===== config.mk =====
export PLATFORM = sky130hd
export DESIGN_NAME = prefix_adder
export DESIGN_NICKNAME = d
export VERILOG_FILES = /design/src/rtl/prefix_adder.sv
export SDC_FILE = /design/constraint.sdc
export NUM_CORES = 1
export LEC_CHECK = 0
export ABC_AREA = 1
export BUFFER_PORTS_ARGS = -buffer_cell sky130_fd_sc_hd__buf_2
export CAP_MARGIN = 10
export CORE_AREA = 4 4 72 74
export DETAILED_ROUTE_END_ITERATION = 6
export DIE_AREA = 0 0 76 78
export MAX_ROUTING_LAYER = met4
export PLACE_DENSITY = 0.86
export REMOVE_ABC_BUFFERS = 1
export SYNTH_ARGS = -nofsm -noshare
export SYNTH_HDL_FRONTEND = slang
export SYNTH_SLANG_ARGS = --single-unit

===== constraint.sdc =====
create_clock -name vclk -period 3.2
set_clock_uncertainty 0.1 [all_clocks]
set_input_delay 0.32 -clock vclk [all_inputs]
set_output_delay 0.32 -clock vclk [all_outputs]
set_load 0.01 [all_outputs]

===== src/rtl/prefix_adder.sv =====
`timescale 1ns/1ps
module prefix_adder #(
  parameter int N      = 32,
  parameter bit SPARSE = 1'b0
) (
  input  logic [N-1:0] a_i,
  input  logic [N-1:0] b_i,
  output logic [N-1:0] sum_o,
  output logic         cout_o
);
  localparam int L  = $clog2(N);
  localparam int LV = L + 1;

  logic [LV:0][N-1:0] pp;
  logic [LV:0][N-1:0] gg;
  logic [N-1:0]       carry;

  assign pp[0] = a_i ^ b_i;
  assign gg[0] = a_i & b_i;

  genvar lv, i;
  generate
    for (lv = 0; lv < L; lv++) begin : g_lvl
      localparam int SP = 1 << lv;
      for (i = 0; i < N; i++) begin : g_bit
        if ((SPARSE && (i % 2 == 0)) || (i < SP)) begin : g_pass
          assign pp[lv+1][i] = pp[lv][i];
          assign gg[lv+1][i] = gg[lv][i];
        end else begin : g_cell
          assign pp[lv+1][i] = pp[lv][i] & pp[lv][i-SP];
          assign gg[lv+1][i] = gg[lv][i] | (pp[lv][i] & gg[lv][i-SP]);
        end
      end
    end
    for (i = 0; i < N; i++) begin : g_fill
      if (SPARSE && (i % 2 == 0) && (i > 0)) begin : g_cell
        assign pp[LV][i] = pp[L][i] & pp[L][i-1];
        assign gg[LV][i] = gg[L][i] | (pp[L][i] & gg[L][i-1]);
      end else begin : g_pass
        assign pp[LV][i] = pp[L][i];
        assign gg[LV][i] = gg[L][i];
      end
    end
  endgenerate

  assign carry  = {gg[LV][N-2:0], 1'b0};
  assign sum_o  = pp[0] ^ carry;
  assign cout_o = gg[LV][N-1];

  logic [N:0] ref_sum;
  assign ref_sum = {1'b0, a_i} + {1'b0, b_i};

  always_comb begin
    assert_exact_sum_R5: assert ({cout_o, sum_o} == ref_sum)
      else $error("sum mismatch");
    assert_full_prop_R4: assert (!(pp[LV][N-1] && cout_o))
      else $error("carry out with full propagate");
    assert_zero_addend_R8: assert (!(b_i == '0) || (sum_o == a_i && !cout_o))
      else $error("adding zero altered operand");
    for (int k = 0; k <= LV; k++) begin
      assert_pg_exclusive_R3: assert ((pp[k] & gg[k]) == '0)
        else $error("propagate and generate both set");
    end
  end
endmodule


==> results of run 1 <==
-- how the worst min path moves through the flow --
stage | from | endpoint | depth (start not counted)
6_report | b_i[0] | sum_o[0] | 3
2_1_floorplan | b_i[0] | sum_o[0] | 1
5_1_grt | b_i[0] | sum_o[0] | 3
3_3_place_gp | b_i[0] | sum_o[0] | 3
3_5_place_dp | b_i[0] | sum_o[0] | 3
4_1_cts | b_i[0] | sum_o[0] | 3
-- power groups by stage --
stage	sequential [W]	combinational [W]	clock, W
after global routing	0	0.000679	0
after CTS	0	0.000601	0
after global placement	0	0.000588	0
after detailed placement	0	0.000598	0
final	0	0.000605	0
after floorplan	0	0.000394	0
-- cell families (layout without fill, tap and decap cells) --
| kind of cell | count (synthesis) | after routing |
|---|---|---|
| and+or+nand+nor | 315 | 315 |
| AOI/OAI and AO/OA | 24 | 24 |
| xor gates and xnor gates | 15 | 15 |
| buffers and inverters | 113 | 210 |
| adders and majority gates | 33 | 33 |
-- final cells by class --
cell class / instances / area share
Multi-Input combinational cell: 387 / 0.671
Timing Repair Buffer: 97 / 0.164
Inverter: 113 / 0.143
Tap cell: 54 / 0.0228
-- synthesized netlist by cell type, drive strengths merged --
cell,number
o21bai,2
nand3,27
nor3,7
and2,1
a21o,1
nand2,233
o21ai,1
ha,32
nand4,4
nor2,41
xor2,15
inv,113
a21oi,20
fa,1
and3,1
nor4,1
-- metrics by stage --
| stage | instances | utilization |
|---|---|---|
| after global routing | 651 | 0.645 |
| after floorplan | 500 | - |
| after global placement | 651 | 0.645 |
| after CTS | 651 | 0.645 |
| after detailed placement | 651 | 0.645 |
| final | 651 | 0.645 |
-- metal layers --
layer / track usage / vias to the layer above / wire (microns)
li1: - / 1696 / -
met1: 0.339 / 1382 / 3340
met2: 0.439 / 115 / 3690
met3: 0.00232 / 11 / 567
met4: 0.0231 / 0 / 68
met5: - / - / 0
==> flow_metrics.env, run 1 <==
export IMPL_slew_headroom=0.800
export IMPL_finalCritPeriodShare=0.775
export IMPL_grt_total_usage=0.252
export IMPL_seq_cells=0
export IMPL_fin_crit_ns=2.48
export IMPL_via_per_inst=4.92
export IMPL_p_switching_w=0.000372
export IMPL_layout_common_cells="nand2_1 (222), inv_1 (112), buf_2 (97)"
export IMPL_fill_cells=498
export IMPL_first_global_vias=2877
export IMPL_portBuffers=97
export IMPL_intPower_w=0.000233
export IMPL_fmax_mhz=403
export IMPL_clkbuf_count=0
export IMPL_design_area_sq_mm=0.00297
export IMPL_multi_input_area_sq_mm=0.00199
export IMPL_power_w=0.000605
export IMPL_synth_seq_area_share=0
export IMPL_ys_top_cells_by_area="nand2_1 (35%), inv_1 (17%), ha_1 (17%)"
export IMPL_num_io_pins=97
export IMPL_grt_max_degree=7
export IMPL_die_x_microns=76
export IMPL_regArea_sq_um=0
export IMPL_grt_pass1_wl_microns=12500
export IMPL_tightest_slew_ns=0.299
export IMPL_holdBufCountCts=0
export IMPL_wl_per_cell_microns=11.8
export IMPL_mostFrequentLayoutCell="nand2_1"
export IMPL_synth_area_per_cell_sq_um=4.83
export IMPL_synth_compound_area_frac=0.0529
export IMPL_cpLargestDelayFamily="simple AND/OR/NAND/NOR gates"
export IMPL_place_ws_ns=0.746
export IMPL_drt_pass1_iterations=6
export IMPL_p_sw_frac=0.615
export IMPL_crit_type="in2out"
export IMPL_yosys_area_share_adder=0.174
export IMPL_pwr_share_seq=0
export IMPL_place_area_sq_mm=0.00297
export IMPL_die_area_sq_mm=0.00593
export IMPL_synth_top_family_by_area="simple AND/OR/NAND/NOR gates"
export IMPL_routed_wl_microns=7670
export IMPL_critPathMaxStageDelay_ns=0.46
export IMPL_arrival_ns=2.06
export IMPL_gp_congestion=1.01
export IMPL_cp_required_ns=2.78
export IMPL_final_max_slew_viol_count=0
export IMPL_core_area_sq_mm=0.00460
export IMPL_hold_viol=0
export IMPL_cp_num_buf_inv=2
export IMPL_setup_violations=0
export IMPL_whs_ns=0.837
export IMPL_insertedDiodeCount=0
export IMPL_die_h_microns=78
export IMPL_start_util=0.525
export IMPL_rows=25
export IMPL_synth_top_area_frac=0.345
export IMPL_endpoint="sum_o[28]"
export IMPL_crit_top_cell="nand2_1"
export IMPL_area_growth_pct=22.9
export IMPL_remaining_drc_errors=0
export IMPL_ir_drop_mv=0.108
export IMPL_yosys_area_share_simple=0.543
export IMPL_tns_ns=0
export IMPL_cap_violations=0
export IMPL_cts_resized=0
export IMPL_layout_setup_ws_ns=0.722
export IMPL_fin_nets=696
export IMPL_synthXorXnorAreaFrac=0.0544
export IMPL_ant_nets=0
export IMPL_crit_fanout=4
export IMPL_synthCells=500
export IMPL_rsz0062_at_grt="false"
export IMPL_hold_path_class="in2out"
export IMPL_syn_area_sq_mm=0.00241
export IMPL_clkPwrFrac=0
export IMPL_power_density_mw_per_mm2=204
export IMPL_yosys_warnings=0
export IMPL_power_leakage_nw=2.11
export IMPL_crit_path_start="a_i[0]"
export IMPL_ys_types=21
export IMPL_drt_initial_drc_count=253
export IMPL_post_cts_buffers=0
export IMPL_synth_mux_area_frac=0
export IMPL_layout_drive_gt1_share=0.198
export IMPL_num_vias=3204
export IMPL_hpwl_microns=6880
export IMPL_crit_cells=14
export IMPL_crit_path_end_kind="output pin"
export IMPL_yosysTopAreaCell="nand2_1"
export IMPL_worstPathCellList="buf_2 -> ha_1 -> fa_1 -> nand3_1 -> nand3_2 -> nand2_1 -> nand2_2 -> nand2_1 -> nand2_2 -> nand2_1 -> nand2_1 -> nand2_1 -> nand2_1 -> buf_2"
export IMPL_crit_path_start_kind="primary input"
export IMPL_status="finished clean"
export IMPL_crit_slowest_cell="fa_1"
export IMPL_antenna_found_initial=0
export IMPL_combPwrFrac=1.000
export IMPL_grt_overflow=0
Note: power is estimated with default switching activity, not from simulation.
==> run 2, diff against run 1 <==
--- a/config.mk
+++ b/config.mk
@@ -8,11 +8,11 @@
 export ABC_AREA = 1
 export BUFFER_PORTS_ARGS = -buffer_cell sky130_fd_sc_hd__buf_2
 export CAP_MARGIN = 10
-export CORE_AREA = 4 4 72 74
+export CORE_AREA = 4 4 74 76
 export DETAILED_ROUTE_END_ITERATION = 6
-export DIE_AREA = 0 0 76 78
+export DIE_AREA = 0 0 78 80
 export MAX_ROUTING_LAYER = met4
-export PLACE_DENSITY = 0.86
+export PLACE_DENSITY = 0.82
 export REMOVE_ABC_BUFFERS = 1
 export SYNTH_ARGS = -nofsm -noshare
 export SYNTH_HDL_FRONTEND = slang
==> constraint.sdc (replaced) <==
create_clock -name vclk -period 2.3
set_clock_uncertainty 0.1 [all_clocks]
set_input_delay 0.23 -clock vclk [all_inputs]
set_output_delay 0.23 -clock vclk [all_outputs]
set_load 0.01 [all_outputs]
==> run 2 against run 1 <==
Core utilization shrank 1.1 points. Via count shrank 0.97%. Sequential share of layout area is the same. Wire length shrank 1.6%. Critical path depth is the same. Sequential cell count is the same. Worst hold slack lost 0.15 ns. Global-route usage shrank 1.2 points. Highest routed layer unchanged.
==> flow_metrics.env, run 2 (synthesis gave the netlist of run 1 again) <==
export IMPL_power_density_mw_per_mm2=280
export IMPL_crit_top_cell="nand2_1"
export IMPL_fin_cells=665
export IMPL_drt_initial_drc_count=226
export IMPL_fin_util=0.634
export IMPL_power_leakage_nw=2.11
export IMPL_hold_path_class="in2out"
export IMPL_hpwl_microns=6830
export IMPL_holdBufCountCts=0
export IMPL_crit_fanout=4
export IMPL_fin_crit_ns=2.10
export IMPL_cpLargestDelayFamily="simple AND/OR/NAND/NOR gates"
export IMPL_remaining_drc_errors=0
export IMPL_portBuffers=97
export IMPL_drt_pass1_iterations=5
export IMPL_hold_end="sum_o[0]"
export IMPL_core_area_sq_mm=0.00472
export IMPL_tns_ns=0
export IMPL_antenna_found_initial=0
export IMPL_start_util=0.511
export IMPL_crit_path_end_kind="output pin"
export IMPL_rsz0062_at_grt="false"
export IMPL_rows=25
export IMPL_min_from="b_i[0]"
export IMPL_grt_max_degree=7
export IMPL_first_global_vias=2820
export IMPL_dp_cells=665
export IMPL_hold_viol=0
export IMPL_wl_per_cell_microns=11.4
export IMPL_slew_headroom=0.800
export IMPL_seq_cells=0
export IMPL_mostFrequentLayoutCell="nand2_1"
export IMPL_crit_type="in2out"
export IMPL_layout_drive_gt1_share=0.202
export IMPL_tightest_slew_ns=0.300
export IMPL_routed_wl_microns=7550
export IMPL_fill_cells=550
export IMPL_num_vias=3173
export IMPL_cp_num_buf_inv=2
export IMPL_ir_drop_mv=0.147
export IMPL_hold_depth=3
export IMPL_finalCritPeriodShare=0.914
export IMPL_worstPathCellList="buf_2 -> ha_2 -> fa_2 -> nand3_1 -> nand3_2 -> nand2_1 -> nand2_2 -> nand2_1 -> nand2_2 -> nand2_1 -> nand2_1 -> nand2_1 -> nand2_1 -> buf_2"
export IMPL_grt_pass1_wl_microns=12200
export IMPL_cp_required_ns=1.97
export IMPL_via_per_inst=4.77
export IMPL_arrival_ns=1.77
export IMPL_setup_violations=0
export IMPL_post_cts_buffers=0
export IMPL_final_max_slew_viol_count=0
export IMPL_num_io_pins=97
export IMPL_fmax_mhz=475
export IMPL_cap_violations=0
export IMPL_status="finished clean"
export IMPL_grt_total_usage=0.240
export IMPL_die_h_microns=80
export IMPL_grt_overflow=0
export IMPL_multi_input_area_sq_mm=0.00199
export IMPL_clkbuf_count=0
export IMPL_die_area_sq_mm=0.00624
export IMPL_gp_congestion=1.07
export IMPL_crit_slowest_cell="fa_2"
export IMPL_layout_common_cells="nand2_1 (222), inv_1 (112), buf_2 (97)"
export IMPL_ant_nets=0
export IMPL_area_growth_pct=24.1
export IMPL_crit_path_start_kind="primary input"
export IMPL_regArea_sq_um=0
export IMPL_critPathMaxStageDelay_ns=0.36
export IMPL_insertedDiodeCount=0
export IMPL_die_x_microns=78
export IMPL_fin_nets=697
-- run 2: changes by cell type in the layout (fill, tap and decap cells not counted) --
cell / before / now
buf_4: 0 / 1
fa_1: 1 / 0
fa_2: 0 / 1
ha_1: 32 / 31
ha_2: 0 / 1
-- run 2: tightest hold or removal path: stages --
cell	delay [ns]
buf_2	0.08
ha_2	0.12
buf_2	0.12
-- run 2: how the worst max path moves through the flow --
stage          startpoint         to  slack, ns  cells after the start
3_3_place_gp       a_i[0]  sum_o[28]       0.13                     14
5_1_grt            a_i[0]  sum_o[28]       0.03                     14
6_report           a_i[0]  sum_o[28]       0.20                     14
3_5_place_dp       a_i[0]  sum_o[28]       0.09                     14
2_1_floorplan      a_i[0]  sum_o[28]       0.40                     12
4_1_cts            a_i[0]  sum_o[28]       0.09                     14
-- run 2: layout make-up --
cell class	count	share of cell area
Inverter	113	0.142
Multi-Input combinational cell	387	0.666
Tap cell	67	0.0280
Timing Repair Buffer	98	0.165
-- run 2: repair_timing --
| item | CTS | global route |
|---|---|---|
| setup endpoints to repair | 0 | 4 |
| resized for setup | 0 | 2 |
| hold endpoints to repair | 0 | 0 |
-- run 2: per-layer routing --
layer | global-route usage | routed length [microns] | vias to the layer above
li1 | - | - | 1699
met1 | 0.340 | 3590 | 1375
met2 | 0.401 | 3510 | 95
met3 | 0.00677 | 413 | 4
met4 | 0.0140 | 29 | 0
met5 | - | 0 | -
-- run 2: stage by stage --
| step | power [W] | area, sq um | hold WS (ns) | setup slack, ns |
|---|---|---|---|---|
| 2_1_floorplan | 0.000548 | 2410 | 0.500 | 0.403 |
| 3_3_place_gp | 0.000821 | 2990 | 0.655 | 0.126 |
| 3_5_place_dp | 0.000830 | 2990 | 0.662 | 0.0940 |
| 4_1_cts | 0.000834 | 2990 | 0.661 | 0.0911 |
| 5_1_grt | 0.000949 | 3000 | 0.692 | 0.0259 |
| 6_report | 0.000839 | 3000 | 0.683 | 0.197 |
-- run 2: power by group --
group | internal, W | switching [W]
Clock | 0 | 0
Combinational | 0.000326 | 0.000513
Sequential | 0 | 0
Total | 0.000326 | 0.000513
==> run 3, diff against run 2 <==
--- a/config.mk
+++ b/config.mk
@@ -8,11 +8,11 @@
 export ABC_AREA = 1
 export BUFFER_PORTS_ARGS = -buffer_cell sky130_fd_sc_hd__buf_2
 export CAP_MARGIN = 10
-export CORE_AREA = 4 4 74 76
+export CORE_AREA = 4 4 75 77
 export DETAILED_ROUTE_END_ITERATION = 6
-export DIE_AREA = 0 0 78 80
+export DIE_AREA = 0 0 79 81
 export MAX_ROUTING_LAYER = met4
-export PLACE_DENSITY = 0.82
+export PLACE_DENSITY = 0.8
 export REMOVE_ABC_BUFFERS = 1
 export SYNTH_ARGS = -nofsm -noshare
 export SYNTH_HDL_FRONTEND = slang
==> run 3 against run 2 <==
Critical path depth unchanged. Core utilization shrank 3.4 points. Setup slack worse by 0.0036 ns.
==> flow_metrics.env, run 3 (synthesis gave the netlist of run 1 again) <==
export IMPL_rows=26
export IMPL_finalCritPeriodShare=0.916
export IMPL_holdBufCountCts=0
export IMPL_status="finished clean"
export IMPL_insertedDiodeCount=0
export IMPL_multi_input_area_sq_mm=0.00200
export IMPL_fin_cells=668
export IMPL_fin_nets=697
export IMPL_cp_required_ns=1.97
export IMPL_drt_initial_drc_count=241
export IMPL_core_area_sq_mm=0.00501
export IMPL_rsz0062_at_grt="false"
export IMPL_die_h_microns=81
export IMPL_power_density_mw_per_mm2=280
export IMPL_crit_fanout=4
export IMPL_power_w=0.000843
export IMPL_pwr_share_seq=0
export IMPL_cap_violations=0
export IMPL_die_x_microns=79
export IMPL_p_switching_w=0.000517
export IMPL_tightest_slew_ns=0.307
export IMPL_grt_overflow=0
export IMPL_fin_util=0.600
export IMPL_hpwl_microns=6810
export IMPL_start_util=0.482
export IMPL_ir_drop_mv=0.124
export IMPL_die_area_sq_mm=0.00640
export IMPL_dp_cells=668
export IMPL_power_leakage_nw=2.11
export IMPL_mostFrequentLayoutCell="nand2_1"
export IMPL_fin_crit_ns=2.11
export IMPL_tns_ns=0
export IMPL_remaining_drc_errors=0
export IMPL_seq_cells=0
export IMPL_fmax_mhz=475
export IMPL_arrival_ns=1.78
export IMPL_layout_drive_gt1_share=0.207
export IMPL_grt_total_usage=0.242
export IMPL_fill_cells=571
export IMPL_regArea_sq_um=0
export IMPL_first_global_vias=2944
export IMPL_gp_congestion=1.05
export IMPL_num_vias=3173
export IMPL_portBuffers=97
export IMPL_ant_nets=0
export IMPL_via_per_inst=4.75
export IMPL_grt_pass1_wl_microns=12600
export IMPL_grt_max_degree=7
export IMPL_setup_violations=0
export IMPL_slew_headroom=0.794
export IMPL_routed_wl_microns=7500
export IMPL_p_sw_frac=0.614
export IMPL_wl_per_cell_microns=11.2
export IMPL_layout_common_cells="nand2_1 (219), inv_1 (112), buf_2 (97)"
export IMPL_num_io_pins=97
export IMPL_crit_path_end_kind="output pin"
export IMPL_intPower_w=0.000326
export IMPL_hold_viol=0
export IMPL_final_max_slew_viol_count=0
export IMPL_crit_path_start_kind="primary input"
export IMPL_area_growth_pct=24.6
export IMPL_combPwrFrac=1.000
export IMPL_antenna_found_initial=0
export IMPL_crit_type="in2out"
export IMPL_clkbuf_count=0
export IMPL_drt_pass1_iterations=5
export IMPL_hold_path_class="in2out"
export IMPL_clkPwrFrac=0
run 3: area by class of cell:
cell class	count	area share
Inverter	113	0.141
Multi-Input combinational cell	387	0.666
Timing Repair Buffer	98	0.164
Tap cell	70	0.0291
run 3: path summary, 6_finish.rpt:
path,start,end,slack [ns],depth (start not counted)
worst min-delay path,b_i[0],sum_o[0],0.68,3
worst max-delay path,a_i[0],sum_o[20],0.19,14
run 3: metal layers:
metal,vias to the layer above,share of wire,track usage
met5,-,0,-
li1,1697,-,-
met4,0,0.0056,0.0155
met2,105,0.48,0.427
met1,1363,0.46,0.327
met3,8,0.056,0.00222
run 3: timing repair:
item / in CTS / in global routing
buffers inserted: 0 / 0
resized for setup: 0 / 5
endpoints found under the setup margin: 0 / 5
run 3: metrics by stage:
step	cell area [sq um]	hold WS (ns)	worst slack (ns)
floorplan	2410	0.500	0.403
global placement	2990	0.659	0.128
detailed placement	2990	0.661	0.0698
CTS	2990	0.663	0.0636
global route	3010	0.711	0.00958
finish	3010	0.682	0.193
run 3: power by group through the flow:
stage | clock network [W] | logic, W | registers (W)
CTS | 0 | 0.000834 | 0
detailed placement | 0 | 0.000830 | 0
global route | 0 | 0.000955 | 0
global placement | 0 | 0.000822 | 0
floorplan | 0 | 0.000548 | 0
finish | 0 | 0.000843 | 0
run 3: critical path, stage by stage:
cell and delay [ns]:
buf_2 0.10, ha_2 0.21, fa_2 0.38, nand3_1 0.11, nand3_2 0.09, nand2_2 0.07, nand2_2 0.08, nand2_2 0.07
nand2_2 0.07, nand2_1 0.09, nand2_1 0.05, nand2_1 0.05, nand2_1 0.04, buf_2 0.13
